--- src/rtl/intlvl_pkg.sv ---
package intlvl_pkg;
  localparam int SRC_N   = 13;
  localparam int WORD_W  = 16;
  localparam int LEVEL_W = 4;
  localparam int ADR_W   = 6;

  localparam logic [ADR_W-1:0] OFS_MASK = 6'h00;
  localparam logic [ADR_W-1:0] OFS_OFF  = 6'h30;
  localparam logic [ADR_W-1:0] OFS_VER  = 6'h32;
  localparam logic [ADR_W-1:0] OFS_PORT = 6'h36;

  localparam logic [WORD_W-1:0] VERSION_ID = 16'h0010;

  typedef enum logic [2:0] {
    SEL_NONE,
    SEL_MASK,
    SEL_OFF,
    SEL_VER,
    SEL_PORT
  } reg_sel_e;

  // monitor/mask bit owned by the source with priority code k
  function automatic int src_bit(input int k);
    case (k)
      0:  return 11;
      1:  return 9;
      2:  return 8;
      3:  return 12;
      4:  return 10;
      5:  return 6;
      6:  return 5;
      7:  return 4;
      8:  return 7;
      9:  return 14;
      10: return 13;
      11: return 0;
      default: return 15;
    endcase
  endfunction
endpackage

--- src/rtl/intlvl_decode.sv ---
module intlvl_decode
  import intlvl_pkg::*;
(
  input  logic [ADR_W-1:0] addr_i,
  output reg_sel_e         sel_o
);
  always_comb begin
    unique case (addr_i)
      OFS_MASK: sel_o = SEL_MASK;
      OFS_OFF:  sel_o = SEL_OFF;
      OFS_VER:  sel_o = SEL_VER;
      OFS_PORT: sel_o = SEL_PORT;
      default:  sel_o = SEL_NONE;
    endcase
  end
endmodule

--- src/rtl/intlvl_regs.sv ---
module intlvl_regs
  import intlvl_pkg::*;
#(
  parameter int DATA_W = WORD_W
) (
  input  logic              clk_i,
  input  logic              rst_ni,
  input  logic              wr_en_i,
  input  logic              rd_en_i,
  input  reg_sel_e          sel_i,
  input  logic [DATA_W-1:0] wr_data_i,
  output logic [DATA_W-1:0] mask_o,
  output logic [DATA_W-1:0] port_o,
  output logic              off_req_o,
  output logic [DATA_W-1:0] rd_data_o
);
  logic [DATA_W-1:0] mask_q, port_q, rd_q, rd_mux;
  logic              off_q;

  always_comb begin
    unique case (sel_i)
      SEL_MASK: rd_mux = mask_q;
      SEL_PORT: rd_mux = port_q;
      SEL_VER:  rd_mux = DATA_W'(VERSION_ID);
      default:  rd_mux = '0;
    endcase
  end

  always_ff @(posedge clk_i or negedge rst_ni) begin
    if (!rst_ni) begin
      mask_q <= '0;
      port_q <= '0;
      off_q  <= 1'b0;
      rd_q   <= '0;
    end else begin
      off_q <= wr_en_i && (sel_i == SEL_OFF) && wr_data_i[0];
      if (wr_en_i && sel_i == SEL_MASK) mask_q <= wr_data_i;
      if (wr_en_i && sel_i == SEL_PORT) port_q <= wr_data_i;
      // read sees pre-write state
      if (rd_en_i) rd_q <= rd_mux;
    end
  end

  assign mask_o    = mask_q;
  assign port_o    = port_q;
  assign off_req_o = off_q;
  assign rd_data_o = rd_q;
endmodule

--- src/rtl/intlvl_srcmap.sv ---
module intlvl_srcmap
  import intlvl_pkg::*;
#(
  parameter int NUM_SRC = SRC_N,
  parameter int DATA_W  = WORD_W
) (
  input  logic [NUM_SRC-1:0] irq_i,
  input  logic [DATA_W-1:0]  mask_i,
  output logic [NUM_SRC-1:0] pend_o
);
  logic [DATA_W-1:0] mon;

  always_comb begin
    mon = '0;
    for (int k = 0; k < NUM_SRC; k++) mon[src_bit(k)] = irq_i[k];
  end

  for (genvar k = 0; k < NUM_SRC; k++) begin : g_pend
    assign pend_o[k] = mon[src_bit(k)] & mask_i[src_bit(k)];
  end
endmodule

--- src/rtl/intlvl_prio.sv ---
module intlvl_prio #(
  parameter int NUM_SRC = 13,
  parameter int LVL_W   = 4
) (
  input  logic [NUM_SRC-1:0] pend_i,
  output logic [LVL_W-1:0]   lvl_o
);
  localparam logic [LVL_W-1:0] IDLE_CODE = {LVL_W{1'b1}};

  logic [LVL_W-1:0] code;

  always_comb begin
    code = IDLE_CODE;
    for (int k = NUM_SRC - 1; k >= 0; k--) begin
      if (pend_i[k]) code = LVL_W'(k);
    end
    lvl_o = code ^ IDLE_CODE;
  end
endmodule

--- src/rtl/intlvl_top.sv ---
module intlvl_top
  import intlvl_pkg::*;
#(
  parameter int NUM_SRC = SRC_N,
  parameter int DATA_W  = WORD_W,
  parameter int LVL_W   = LEVEL_W
) (
  input  logic               clk_i,
  input  logic               rst_ni,
  input  logic [NUM_SRC-1:0] irq_i,
  input  logic               wr_en_i,
  input  logic               rd_en_i,
  input  logic [ADR_W-1:0]   addr_i,
  input  logic [DATA_W-1:0]  wr_data_i,
  output logic [DATA_W-1:0]  rd_data_o,
  output logic [LVL_W-1:0]   lvl_o,
  output logic [DATA_W-1:0]  port_o,
  output logic               off_req_o
);
  reg_sel_e          sel;
  logic [DATA_W-1:0] mask_q;
  logic [NUM_SRC-1:0] pend;
  logic [LVL_W-1:0]  lvl_d, lvl_q;

  intlvl_decode i_decode (
    .addr_i (addr_i),
    .sel_o  (sel)
  );

  intlvl_regs #(.DATA_W(DATA_W)) i_regs (
    .clk_i     (clk_i),
    .rst_ni    (rst_ni),
    .wr_en_i   (wr_en_i),
    .rd_en_i   (rd_en_i),
    .sel_i     (sel),
    .wr_data_i (wr_data_i),
    .mask_o    (mask_q),
    .port_o    (port_o),
    .off_req_o (off_req_o),
    .rd_data_o (rd_data_o)
  );

  intlvl_srcmap #(.NUM_SRC(NUM_SRC), .DATA_W(DATA_W)) i_srcmap (
    .irq_i  (irq_i),
    .mask_i (mask_q),
    .pend_o (pend)
  );

  intlvl_prio #(.NUM_SRC(NUM_SRC), .LVL_W(LVL_W)) i_prio (
    .pend_i (pend),
    .lvl_o  (lvl_d)
  );

  always_ff @(posedge clk_i or negedge rst_ni) begin
    if (!rst_ni) lvl_q <= '0;
    else         lvl_q <= lvl_d;
  end

  assign lvl_o = lvl_q;
endmodule

--- config.mk ---
export PLATFORM = sky130hd
export DESIGN_NAME = intlvl_top
export DESIGN_NICKNAME = d
export VERILOG_FILES = /design/src/rtl/intlvl_pkg.sv /design/src/rtl/intlvl_decode.sv /design/src/rtl/intlvl_regs.sv /design/src/rtl/intlvl_srcmap.sv /design/src/rtl/intlvl_prio.sv /design/src/rtl/intlvl_top.sv
export SDC_FILE = /design/constraint.sdc
export NUM_CORES = 1
export LEC_CHECK = 0
export BUFFER_PORTS_ARGS = -buffer_cell sky130_fd_sc_hd__buf_2
export CAP_MARGIN = 40
export CORE_ASPECT_RATIO = 0.8
export CORE_MARGIN = 8
export CORE_UTILIZATION = 30
export CTS_CLUSTER_DIAMETER = 50
export DETAILED_ROUTE_END_ITERATION = 10
export PLACE_DENSITY_LB_ADDON = 0.2
export SYNTH_ARGS = -nofsm -noshare
export SYNTH_HDL_FRONTEND = slang
export SYNTH_SLANG_ARGS = --single-unit
--- constraint.sdc ---
create_clock -name clk_i -period 2.2 [get_ports clk_i]
set_clock_uncertainty 0.2 [all_clocks]
set_input_delay 0 -clock clk_i [delete_from_list [all_inputs] [get_ports clk_i]]
set_output_delay 0 -clock clk_i [all_outputs]
set_load 0.1 [all_outputs]
==> key figures, run 1 <==
STA
  – Fin. Hold Viols: 0
  – Worst-Margin Slew: 632.7 ps
  – Max Clk Rate: between 400 and 500 MHz
  – Final min period: 2088 ps
  – Final worst-path cycle share: 94.92%
  – Max-slew violations: 0
  – Final worst slack: 111.8 ps
  – Rel. slew slack: 57.82%
  – Setup tns final: 0 ps
  – Unrepaired setup endpoints after global routing: no
  – Setup violators final: 0

Worst setup path
  – Top delay family on crit path: buffers and inverters
  – CP max-delay cell: dlygate4sd3_1
  – Kind of end point of the critical path: flip-flop
  – Instance count on the critical path: 5
  – Reg2reg path depth: 5
  – CP cell instances: nand2_1 -> nand3_1 -> dlygate4sd3_1 -> o211ai_1 -> dlygate4sd3_1
  – Startpoint Class: flip-flop
  – Crit path top cell by count: dlygate4sd3_1
  – Required time of the critical path: 2200 ps
  – Crit path kind: reg2reg
  – Crit path arrival time: 2080 ps
  – Worst path max stage delay: 570 ps
  – Crit path buffers/inverters: 2
  – Max FO, Critical Path: 4

Floorplanning
  – CORE AREA: 7462 sq um
  – DIE AREA: 10810 sq um
  – Initial core utilization: 31.07%
  – Core Rows: 28
  – Chip Height: 94.63 microns
  – Die width: 114.3 microns
  – Ports: 76

Logic synthesis
  – Seq cells post-synth: 53
  – Mapped Cells: around 190
  – Mapped cell area: 2318 sq um
  – Post-synthesis sequential area ratio: 57.20%
  – Mapped Avg Cell Area: 12.53 sq um
  – Netlist cell types: 31
  – YS warnings: 0
  – Total nets after synthesis: 224

Route
  – Drt total wl: 6.502 mm
  – Post-DR wirelength/cell: 15.82 microns
  – DR vias/cell: 4.586
  – TritonRoute pass-1 iters: 4
  – Via count: 1885
  – Post-route ant nets: 0
  – Residual DRC count: 0
  – First DRT Iteration DRCs: 44

Power
  – Leak: 1.670 nW
  – Power Dens Cells: 835.1 nW/um^2
  – Peak VDD IR: between 0.3 and 0.4 mV

Global routing
  – First-pass GRT wire length: 10.68 mm
  – Largest net degree at the start of global routing: 29
  – Number of global-route vias before repair: 2070
  – Grt total ovfl: 0
  – GRT Total Usage: between 10% and 20%
  – Initial antenna violation count: 0

Layout
  – Layout area overhead: 45.76%
  – Fin nets: 344
  – Layout cells sized above 1: 41.50%
  – # diodes: 0

Placement
  – Final HPWL DP: 4.647 mm
  – Routability Congestion: 0.7508
  – Pre-CTS setup slack: about 440 ps
  – PortBufs: 75

Run status
  – Run status: complete, no violations

Clock network
  – Worst skew pair latency: 300 ps
  – Clock root cell: clkbuf_8
  – H-tree Lvls: 2
  – Maximum clock path buffer count: 2
  – CTS tree: built
  – CTS Buf Count: 5
  – Clock transition at path regs: 100 ps
  – TritonCTS Sinks: between 50 and 60

Run
  – Max-cap violations: 0

Worst hold path
  – Worst hold path class: in2reg
  – Hold Path Stages: 5
==> cell usage in the layout, fill, tap and decap left out, types with 2 or more instances in the layout <==
| cell type | Yosys | final |
|---|---|---|
| buf_2 | 3 | 75 |
| mux2_4 | 10 | 10 |
| dlygate4sd3_1 | 0 | 40 |
| o22ai_1 | 15 | 15 |
| nand2_1 | 14 | 14 |
| and2_1 | 2 | 2 |
| mux2_2 | 22 | 22 |
| a22oi_1 | 17 | 17 |
| clkbuf_8 | 0 | 5 |
| o211ai_1 | 3 | 3 |
| a21oi_1 | 2 | 2 |
| nand3_1 | 5 | 5 |
| inv_1 | 15 | 15 |
| buf_4 | 0 | 4 |
| dfrtp_1 | 53 | 53 |
| nor2_1 | 3 | 3 |
| bufinv_16 | 0 | 2 |
| nand4_1 | 3 | 3 |
==> final timing paths <==
| path | startpoint | endpoint | slack [ps] |
|---|---|---|---|
| min in group asynchronous | rst_ni | i_regs.port_o[2] | 40 |
| worst max register to register | i_regs.mask_o[9] | lvl_o[0] | 110 |
| worst min-delay path | addr_i[1] | i_regs.rd_data_o[4] | 20 |
| worst max-delay path | i_regs.mask_o[9] | lvl_o[0] | 110 |
| worst min register to register | i_regs.mask_o[3] | i_regs.mask_o[3] | 330 |
| max in group asynchronous | rst_ni | i_regs.port_o[7] | 1200 |
==> cell usage after synthesis <==
cell / number / area share, %
a2111oi_2: 1 / 0.65
a21o_1: 1 / 0.32
a21oi_1: 2 / 0.43
a222oi_1: 1 / 0.43
a22oi_1: 17 / 5.5
a32oi_1: 1 / 0.38
and2_1: 2 / 0.54
buf_1: 1 / 0.16
buf_2: 3 / 0.65
buf_6: 1 / 0.49
clkbuf_1: 2 / 0.32
dfrtp_1: 53 / 57
inv_1: 15 / 2.4
mux2_2: 22 / 11
mux2_4: 10 / 6.5
nand2_1: 14 / 2.3
nand2_2: 1 / 0.27
nand2_4: 1 / 0.49
nand3_1: 5 / 1.1
nand4_1: 3 / 0.81
nor2_1: 3 / 0.49
nor3_1: 1 / 0.22
nor3_2: 1 / 0.43
nor3_4: 1 / 0.70
o211ai_1: 3 / 0.97
o21ai_0: 1 / 0.22
o21ai_1: 1 / 0.22
o22ai_1: 15 / 4.0
o311ai_0: 1 / 0.38
or3_1: 1 / 0.27
or4_4: 1 / 0.49
==> per-stage QoR <==
stage                     utilization [%]  cell area, sq um  total power [mW]  instances  hold WS (ps)
after floorplan                         -              2318             1.788        185        -495.6
after global placement              38.03              2838             1.981        363        -136.7
after detailed placement            38.03              2838             1.989        363        -141.2
after CTS                           45.19              3372             2.855        411         7.235
after global routing                45.29              3379             2.956        411         65.19
final                               45.29              3379             2.822        411         20.14
==> cell type report <==
type | count | area [sq um]
fillers | 697 | 4083
multi-input cells | 110 | 905.9
flip-flops and latches | 53 | 1326
well taps | 105 | 131.4
repair buffers | 120 | 825.8
clock inverters | 3 | 65.06
clock buffers | 5 | 68.82
inverters | 15 | 56.30
==> power by group <==
| group | switching, mW | leakage, nW | internal [mW] |
|---|---|---|---|
| logic | 0.648 | 0.892 | 0.255 |
| clock network | 0.318 | 0.0681 | 0.452 |
| registers | 0.0723 | 0.710 | 1.08 |
| total | 1.04 | 1.67 | 1.78 |
==> routing by layer <==
layer / wire length, microns / vias up / GRT usage, % / part of all wire, %
met5: 0 / - / 0 / 0
met4: 80 / 0 / 4.309 / 1.2
met3: 349 / 4 / 3.253 / 5.4
met2: 3043 / 48 / 20.20 / 47
met1: 3029 / 906 / 16.04 / 47
li1: - / 927 / - / -
==> what timing repair did <==
item,4_1_cts,5_1_grt
hold endpoints to repair,105,0
hold buffers,40,0
gates resized for setup,0,2
setup buffers,0,0
endpoints found under the setup margin,0,1
==> cells by family (layout without fill, tap and decap cells) <==
group                  count (synthesis)  count (layout)  share of synthesized area (%)
AND/OR/NAND/NOR                       34              34                          8.041
flip-flops                            53              53                          57.20
multiplexers                          32              32                          17.16
AO/OA/AOI/OAI                         44              44                          13.55
buffers and inverters                 22             143                          4.047
==> flip-flops by register name, indices dropped and copies added (netlist names) <==
| register | count |
|---|---|
| lvl_o | 4 |
| i_regs.port_o | 16 |
| i_regs.rd_data_o | 16 |
| i_regs.off_req_o | 1 |
| i_regs.mask_o | 16 |
==> worst reg2reg max path: cells and delay by family (launching register included) <==
| family | cells | cell delay, ps |
|---|---|---|
| flops | 1 | 370 |
| simple gates | 2 | 210 |
| compound gates | 1 | 80 |
| buf+inv | 2 | 1120 |
Note: power is estimated with default switching activity, not from simulation.
==> inputs of run 2 (changes only) <==
--- a/config.mk
+++ b/config.mk
@@ -9,7 +9,7 @@
 export CAP_MARGIN = 40
 export CORE_ASPECT_RATIO = 0.8
 export CORE_MARGIN = 8
-export CORE_UTILIZATION = 30
+export CORE_UTILIZATION = 54
 export CTS_CLUSTER_DIAMETER = 50
 export DETAILED_ROUTE_END_ITERATION = 10
 export PLACE_DENSITY_LB_ADDON = 0.2
==> run 2 against run 1 <==
Utilization rose by 33 points. Non-clock buffer count fell by 3. Maximum frequency barely moved. Combinational power barely moved. Routed wire length fell by 1.0%. Critical path depth did not move. Sequential cell count did not move.
==> key figures, run 2 (synthesis gave the netlist of run 1 again) <==
Clock network
  – Setup Buffers After CTS: 0 (unchanged)
  – H-tree Lvls: 2 (unchanged)
  – Clock root cell: clkbuf_8
  – TritonCTS Sinks: 53 (unchanged)
  – Worst skew pair latency: 300 ps (about the same)
  – CTS tree: built
  – Clock transition at path regs: 90 ps (about the same)
  – Maximum clock path buffer count: 2 (unchanged)
  – CTS Buf Count: 5 (unchanged)

Route
  – Residual DRC count: 0 (unchanged)
  – DR vias/cell: 5.471 (+19%)
  – Drt total wl: 6.435 mm (-1.0%)
  – Post-route ant nets: 0 (unchanged)
  – Post-DR wirelength/cell: 17.92 microns (+13%)
  – First DRT Iteration DRCs: 141 (+220%)
  – TritonRoute pass-1 iters: 4 (unchanged)
  – Via count: 1964 (+4.2%)

Power
  – Total power: 2.603 mW (-7.8%)
  – Flop pwr share: 44.1% (+3.4 points)
  – P_int: 1.575 mW (-12%)
  – Leak: 1.621 nW (-2.9%)
  – Sw frac: 39.49% (+2.7 points)
  – Share of total power in the clock network: 21.2% (-6.1 points)
  – Power Dens Cells: 803.3 nW/um^2 (-3.8%)
  – Net Sw Power: 1.028 mW (-0.95%)
  – Combinational cell fraction of total power: 34.7% (+2.7 points)
  – Peak VDD IR: 0.5857 mV (+80%)

Global routing
  – Largest net degree at the start of global routing: 37 (+28%)
  – Initial antenna violation count: 0 (unchanged)
  – Number of global-route vias before repair: 2067 (-0.14%)
  – Grt total ovfl: 0 (unchanged)
  – First-pass GRT wire length: 10.30 mm (-3.6%)
  – GRT Total Usage: 20.30% (+7.8 points)

Worst setup path
  – Crit path kind: reg2reg
  – Crit path top cell by count: dlygate4sd3_1
  – CP max-delay cell: dlygate4sd3_1
  – Kind of end point of the critical path: flip-flop
  – Max FO, Critical Path: 4 (unchanged)
  – Startpoint Class: flip-flop
  – Crit path arrival time: 2080 ps (about the same)
  – Worst path max stage delay: 570 ps (about the same)
  – Required time of the critical path: 2190 ps (about the same)
  – CP cell instances: nand2_2 -> nand3_1 -> dlygate4sd3_1 -> o211ai_1 -> dlygate4sd3_1

Run
  – Max-cap violations: 0 (unchanged)

STA
  – Final worst-path cycle share: 94.99% (about the same)
  – Fin. Hold Viols: 0 (unchanged)
  – Setup violators final: 0 (unchanged)
  – Worst-Margin Slew: 786.4 ps (+153.7 ps)
  – Max-slew violations: 0 (unchanged)
  – Setup tns final: 0 ps (unchanged)
  – Max Clk Rate: 478.5 MHz (about the same)
  – Rel. slew slack: 47.40% (-10 points)
  – Final min period: 2090 ps (+1.650 ps)
  – Unrepaired setup endpoints after global routing: no

Floorplanning
  – CORE AREA: 4151 sq um (-44%)
  – Ports: 76 (unchanged)
  – DIE AREA: 6659 sq um (-38%)
  – Initial core utilization: 55.85% (+25 points)
  – Die width: 89.26 microns (-22%)
  – Chip Height: 74.61 microns (-21%)
  – Core Rows: 21 (-25%)

Layout
  – Layout area overhead: 39.77%
  – Layout cells sized above 1: 41.72% (+0.22 points)
  – Multi-input gate area: 900.9 sq um (-0.55%)
  – Reg area: 1326 sq um (unchanged)
  – Most frequent cells in the layout: buf_2 (75), dfrtp_1 (53), dlygate4sd3_1 (37), mux2_2 (22), a22oi_1 (17)
  – # diodes: 0 (unchanged)
  – Fillers: 280 (-60%)
  – Finished Core Util: 78.06% (+33 points)
  – Fin nets: 341 (-0.87%)
  – Leading cell type in the layout, fill and taps excluded: buf_2

Run status
  – Run status: complete, no violations

Placement
  – Routability Congestion: 0.8255 (+9.9%)
  – PortBufs: 75 (unchanged)
  – Final HPWL DP: 4.134 mm (-11%)

Worst hold path
  – Worst hold path class: in2async
==> run 2: worst paths after layout <==
| path | slack (ps) | startpoint | end | cells after the start |
|---|---|---|---|---|
| min reg2reg | 330 | i_regs.rd_data_o[11] | i_regs.rd_data_o[11] | 2 |
| min in group clk_i | 40 | addr_i[1] | i_regs.rd_data_o[4] | 5 |
| max | 110 | i_regs.mask_o[9] | lvl_o[0] | 5 |
| min | 30 | rst_ni | i_regs.rd_data_o[1] | 3 |
| max in group asynchronous | 580 | rst_ni | i_regs.rd_data_o[0] | 3 |
| max reg2reg | 110 | i_regs.mask_o[9] | lvl_o[0] | 5 |
==> run 2: power groups by stage <==
stage	combinational, mW	clock [mW]	sequential [mW]
4_1_cts	0.897	0.561	1.15
3_5_place_dp	0.816	0	1.17
2_1_floorplan	0.154	0	1.63
5_1_grt	0.940	0.601	1.16
3_3_place_gp	0.805	0	1.16
6_report	0.902	0.552	1.15
==> run 2: layout make-up <==
class | count | share of cell area [%]
sequential | 53 | 40.93
multi-input combinational | 110 | 27.80
timing repair buffer | 117 | 24.56
clock buffer | 6 | 2.548
tap | 57 | 2.201
inverter | 15 | 1.737
clock inverter | 1 | 0.2317
==> run 2: worst max-delay path: cells and delay by family, from the launching register on <==
| kind | cells | cell delay (ps) |
|---|---|---|
| compound gates | 1 | 90 |
| buf+inv | 2 | 1120 |
| flops | 1 | 400 |
| simple gates | 2 | 170 |
==> run 2: what timing repair did <==
item	4_1_cts	5_1_grt
hold endpoints to repair	106	0
setup endpoints to repair	0	1
hold buffers	37	0
gates resized for setup	0	1
==> run 2: per-layer routing <==
layer	part of all wire (%)	track usage, %	up-vias
met1	41	26.53	966
met4	1.1	5.147	0
met3	7.4	4.194	7
li1	-	-	911
met2	50	33.55	80
met5	0	0	-
==> run 2: metrics by stage <==
| stage | instance area (sq um) | setup slack (ps) | std cells | hold WS [ps] |
|---|---|---|---|---|
| after global routing | 3241 | 4.611 | 359 | 38.75 |
| after global placement | 2778 | 472.3 | 315 | -235.6 |
| after detailed placement | 2778 | 456.0 | 315 | -231.3 |
| after floorplan | 2318 | 516.3 | 185 | -495.6 |
| after CTS | 3238 | 92.08 | 359 | 3.044 |
| final | 3241 | 110.2 | 359 | 32.53 |
